## config.mk

```make
export PLATFORM = sky130hd
export DESIGN_NAME = dma3d_seq
export DESIGN_NICKNAME = d
export VERILOG_FILES = /design/src/rtl/dma3d_seq.sv
export SDC_FILE = /design/constraint.sdc
export NUM_CORES = 2
export LEC_CHECK = 0
export ABC_AREA = 1
export ABC_CLOCK_PERIOD_IN_PS = 3200
export BUFFER_PORTS_ARGS = -buffer_cell sky130_fd_sc_hd__clkbuf_2
export CELL_PAD_IN_SITES_DETAIL_PLACEMENT = 0
export CELL_PAD_IN_SITES_GLOBAL_PLACEMENT = 2
export CORE_ASPECT_RATIO = 1.4
export CORE_MARGIN = 4
export CORE_UTILIZATION = 43
export CTS_CLUSTER_DIAMETER = 150
export CTS_CLUSTER_SIZE = 25
export DETAILED_ROUTE_END_ITERATION = 10
export PLACE_DENSITY = 0.81
export SKIP_CTS_REPAIR_TIMING = 1
export SYNTH_ARGS = -nofsm -noshare
export SYNTH_HDL_FRONTEND = slang
export SYNTH_SLANG_ARGS = --single-unit
export TNS_END_PERCENT = 5
```

## constraint.sdc

```tcl
create_clock -name clk -period 3.2 [get_ports clk]
set_input_delay 0.16 -clock clk [delete_from_list [all_inputs] [get_ports clk]]
set_output_delay 0.16 -clock clk [all_outputs]
set_load 0.005 [all_outputs]
```

## src/rtl/dma3d_seq.sv

```systemverilog
module dma3d_seq #(
  parameter int SETS = 16
) (
  input  logic                        clk,
  input  logic                        rst_n,
  input  logic                        pm_we,
  input  logic [$clog2(SETS)+2:0]     pm_addr,
  input  logic [31:0]                 pm_wdata,
  input  logic                        ld,
  input  logic [$clog2(SETS)-1:0]     ld_set,
  input  logic                        evt,
  input  logic                        sec_clr,
  input  logic                        req_ready,
  output logic                        req_valid,
  output logic [31:0]                 req_src,
  output logic [31:0]                 req_dst,
  output logic [15:0]                 req_len,
  output logic                        done,
  output logic [5:0]                  done_code,
  output logic                        miss_err,
  output logic                        sec_pend,
  output logic                        busy
);
  localparam int SW = $clog2(SETS);
  localparam int WORDS = SETS * 8;
  localparam logic [15:0] NULL_LINK = 16'hFFFF;

  logic [31:0] pm [WORDS];
  logic [31:0] rw [8];

  logic [5:0]  code;
  logic        fs, stat;
  logic [31:0] src, dst, fsrc, fdst;
  logic [15:0] acnt, bcnt, bcnt0, ccnt, link, arr_left;
  logic [15:0] sbi, dbi, sci, dci;
  logic        busy_q, err_q, sec_q, done_q;

  wire [31:0] sbx = {{16{sbi[15]}}, sbi};
  wire [31:0] dbx = {{16{dbi[15]}}, dbi};
  wire [31:0] scx = {{16{sci[15]}}, sci};
  wire [31:0] dcx = {{16{dci[15]}}, dci};

  wire use_ld   = ld && !busy_q;
  wire rd_null  = !use_ld && link == NULL_LINK;
  wire [SW-1:0] rd_set = use_ld ? ld_set : link[SW-1:0];

  wire null_set = acnt == 16'd0 && bcnt == 16'd0 && ccnt == 16'd0;
  wire dummy    = !null_set && (acnt == 16'd0 || bcnt == 16'd0 || ccnt == 16'd0);
  wire start    = !busy_q && evt && !sec_q && !use_ld;
  wire acc      = busy_q && req_ready;
  wire last_arr = arr_left == 16'd1;
  wire fin      = last_arr && ccnt == 16'd1 && (fs || bcnt == 16'd1);
  wire relink   = ((acc && fin) || (start && dummy)) && !stat;
  wire do_load  = use_ld || relink;

  wire unused_bits = ^{rw[0][31:10], rw[0][7:6], rw[5][31:16], rw[7][31:16]};

  always_ff @(posedge clk)
    if (pm_we) pm[pm_addr] <= pm_wdata;

  always_comb
    for (int k = 0; k < 8; k++)
      rw[k] = rd_null ? 32'd0 : pm[{rd_set, 3'(k)}];

  always_ff @(posedge clk or negedge rst_n) begin
    if (!rst_n) begin
      code <= '0; fs <= 1'b0; stat <= 1'b0;
      src <= '0; dst <= '0; fsrc <= '0; fdst <= '0;
      acnt <= '0; bcnt <= '0; bcnt0 <= '0; ccnt <= '0; link <= '0; arr_left <= '0;
      sbi <= '0; dbi <= '0; sci <= '0; dci <= '0;
      busy_q <= 1'b0; err_q <= 1'b0; sec_q <= 1'b0; done_q <= 1'b0; done_code <= '0;
    end else begin
      done_q <= 1'b0;
      if (sec_clr) begin
        sec_q <= 1'b0;
        err_q <= 1'b0;
      end
      if (start) begin
        if (null_set) begin
          err_q <= 1'b1;
          sec_q <= 1'b1;
        end else if (dummy) begin
          done_q    <= 1'b1;
          done_code <= code;
          sec_q     <= 1'b0;
        end else begin
          busy_q   <= 1'b1;
          arr_left <= fs ? bcnt : 16'd1;
          fsrc     <= src;
          fdst     <= dst;
        end
      end
      if (acc) begin
        arr_left <= arr_left - 16'd1;
        if (!last_arr) begin
          src <= src + sbx;
          dst <= dst + dbx;
        end else begin
          busy_q <= 1'b0;
          if (fin) begin
            done_q    <= 1'b1;
            done_code <= code;
            if (stat) ccnt <= 16'd0;
          end else if (fs) begin
            src  <= fsrc + scx;
            dst  <= fdst + dcx;
            ccnt <= ccnt - 16'd1;
          end else if (bcnt != 16'd1) begin
            src  <= src + sbx;
            dst  <= dst + dbx;
            bcnt <= bcnt - 16'd1;
          end else begin
            src  <= src + scx;
            dst  <= dst + dcx;
            bcnt <= bcnt0;
            ccnt <= ccnt - 16'd1;
          end
        end
      end
      if (do_load) begin
        code  <= rw[0][5:0];
        fs    <= rw[0][8];
        stat  <= rw[0][9];
        src   <= rw[1];
        acnt  <= rw[2][15:0];
        bcnt  <= rw[2][31:16];
        bcnt0 <= rw[2][31:16];
        dst   <= rw[3];
        sbi   <= rw[4][15:0];
        dbi   <= rw[4][31:16];
        link  <= rw[5][15:0];
        sci   <= rw[6][15:0];
        dci   <= rw[6][31:16];
        ccnt  <= rw[7][15:0];
      end
    end
  end

  assign req_valid = busy_q;
  assign busy      = busy_q;
  assign req_src   = src;
  assign req_dst   = dst;
  assign req_len   = acnt;
  assign done      = done_q;
  assign miss_err  = err_q;
  assign sec_pend  = sec_q;
endmodule

```

==> results.toml <==
[run_status]
status = "finished, final reports clean"

[pwr]
power_density_nw_per_um2 = 522
p_total_mw = 89.3
irDropWorstVdd_mv = 0.437
p_leak_nw = 63.7

[worst_setup_path]
startpoint_type = "flip-flop"
cp_max_fo = 90
crit_start = "busy"
crit_arrival_ns = 3.94
path_class = "flip-flop to flip-flop"
end_kind = "flip-flop"
timing.rr.start = "busy"
required_ns = 4.04

[global_routing]
grt_usage_pct = 28.2
antenna_found_initial = 27
grt.overflow.total = 0
first_global_vias = 108000
grt_start_max_net_pins = 113
grt_pass1_wl_mm = 762

[drt]
vias_per_cell = 5.72
first_pass_iters = 8
antenna_left = 0
drcViolationCount = 0
num_vias = 112000
routed_wl_mm = 533
drt_iter0_markers = 11600
routedWlPerCell_um = 27.1

[placed_design]
place.gp.congestion = 0.919
io_buffers = 140
placed_area_um2 = 166000
dpl.hpwl_mm = 344
post-place-ws_ns = 0.145

[finish]
fin_nets = 15100
drive_gt1_share_pct = 8.19
post-route-util_pct = 48.1
design_area_um2 = 171000
n_fill_cell = 32100
area_delta_synth_final_pct = 11.5

[synthesis]
syn_area_um2 = 153000
ys_seq_area_share_pct = 67.6
ys_types = 58
yosysWarnings = 0
ys_dominant_reg_cell = "edfxtp_1"
netlist_instances = 14500
synth_edf_count = 3200
async_flop_share_pct = 8.73
synth-seq-cells = 3506
syn_nets = 14800
synth.avg_cell_area_um2 = 10.6

[sta]
maxSlewHeadroom_pct = 10.1
fmax_mhz = 322
finalHoldViolations = 0
fin_ws_ns = 0.0928
period_needed_ns = 3.11
setup_violations = 0
worstMarginPinSlew_ns = 1.35
clock_skew_ns = 0.0717
setup-tns-final_ns = 0
drv_slew = 0
period_share_pct = 97.1
rsz0062_at_grt = "yes"

[floorplanning]
die-area_um2 = 366000
core_area_um2 = 355000
die_w_um = 513
row_count = 259
start_util_pct = 43.1
ioPinCount = 141
dieHeight_um = 715

[cts]
cts_buffer_depth = 4
cts.clk_slew.worst_paths_ns = 0.12
cts_tree = "built"
clock_latency_ns = 0.92
cts_buffers = 167
clock_sinks = 3506
h-tree-depth = 4
clock-root-buffer = "clkbuf_16"

[job]
maxCapViolations = 0

[min_path]
hp-class = "input pin to asynchronous set/reset pin"
## layer usage
metal	share of wire [%]	up-vias	wire length [um]	GRT usage (%)
met5	0.0038	-	20	0
met4	4.1	4	22000	10.3
met3	6.1	773	32700	2.53
met2	51	4241	270000	50.1
met1	39	56400	208000	36.1
li1	-	51000	-	-
## worst paths after layout
check | slack (ns) | cells past startpoint | endpoint
setup reg to reg | 0.09 | 12 | ccnt[1]
setup / recovery | 0.09 | 12 | ccnt[1]
hold reg to reg | 0.49 | 2 | bcnt0[12]
max in group asynchronous | 2.63 | 3 | fsrc[3]
hold / removal | 0.005 | 3 | req_dst[28]
min in group clk | 0.01 | 1 | pm[50][26]
## cells in the final DEF, fill, tap and decap left out, types with 77 or more instances in the layout
master / synthesis / layout
nand2_1: 4746 / 4743
nand3_1: 3240 / 3240
edfxtp_1: 3200 / 3200
buf_4: 11 / 516
nor2_1: 576 / 481
inv_1: 472 / 469
a21oi_1: 326 / 326
dfrtp_1: 306 / 305
o21ai_0: 261 / 259
buf_12: 0 / 236
ha_1: 192 / 192
clkbuf_16: 0 / 169
clkbuf_2: 1 / 107
clkbuf_1: 327 / 104
nor2_4: 1 / 83
nor3_1: 78 / 77
## logic make-up after synthesis
| logic type | count (synthesis) | synth area share (%) |
|---|---|---|
| and+or+nand+nor | 8782 | 24.5 |
| xor gates and xnor gates | 63 | 0.360 |
| buffers and inverters | 1269 | 3.38 |
| DFF | 3506 | 67.6 |
| muxes | 6 | 0.0440 |
| AOI/OAI and AO/OA | 700 | 2.46 |
| adders and majority gates | 198 | 1.64 |
## where the power goes
group | switching, mW | leakage (nW) | internal (mW)
Combinational | 9.11 | 28.8 | 4.19
Sequential | 0.983 | 32.7 | 50.5
Clock | 14.4 | 2.28 | 10.2
Total | 24.5 | 63.7 | 64.8
## sequential cells by signal (all words and copies together) (netlist names), 16 cells and up
| register | flops |
|---|---|
| pm | 3200 |
| fdst | 32 |
| fsrc | 32 |
| req_dst | 32 |
| req_src | 32 |
| arr_left | 16 |
| bcnt0 | 16 |
| bcnt | 16 |
| ccnt | 16 |
| dbi | 16 |
| dci | 16 |
| link | 16 |
| req_len | 16 |
| sbi | 16 |
| sci | 16 |
## final cells by class
cell class              count  area (um^2)  area share [%]
clock buffers             273         4620            2.70
flip-flops and latches   3506       104000            60.6
diodes                      6         15.0         0.00877
multi-input cells        9749        45200            26.4
well taps                4698         5880            3.44
inverters                 489         1860            1.09
repair buffers            912         9640            5.64
clock inverters            11          156          0.0914
## synth_stat cells, types with 14 or more instances
cell type  instances  area share, %
nand2_1         4746             12
nand3_1         3240             11
edfxtp_1        3200             63
nor2_1           576            1.4
inv_1            472            1.2
clkbuf_1         327           0.80
a21oi_1          326            1.1
dfrtp_1          306            5.0
o21ai_0          261           0.85
buf_2            254           0.83
ha_1             192            1.6
buf_1            179           0.44
nor3_1            78           0.25
nand4_1           75           0.31
xor2_1            47           0.27
o21bai_1          22           0.11
a21o_1            19          0.093
xnor2_1           16          0.091
a31oi_1           15          0.061
nor4_1            14          0.057
o21a_1            14          0.069
o22ai_1           14          0.057
## stage by stage
step,hold WS [ns],instances
after floorplan,-0.136,14500
after global placement,0.167,19300
after detailed placement,0.171,19300
after CTS,-0.848,19600
after global routing,0.00119,19600
final,0.00519,19600
## worst max-delay path, cell delays in order, from the launching register on
cell,delay [ns]
dfrtp_1,0.43
inv_1,0.10
nand2_1,0.10
buf_12,0.19
nand2_1,0.14
o21ai_4,0.17
inv_8,0.28
buf_12,0.44
a21oi_1,0.12
nor3_1,0.44
buf_4,0.24
o21ai_0,0.09
nand3_1,0.09
(Power assumes the default switching activity.)
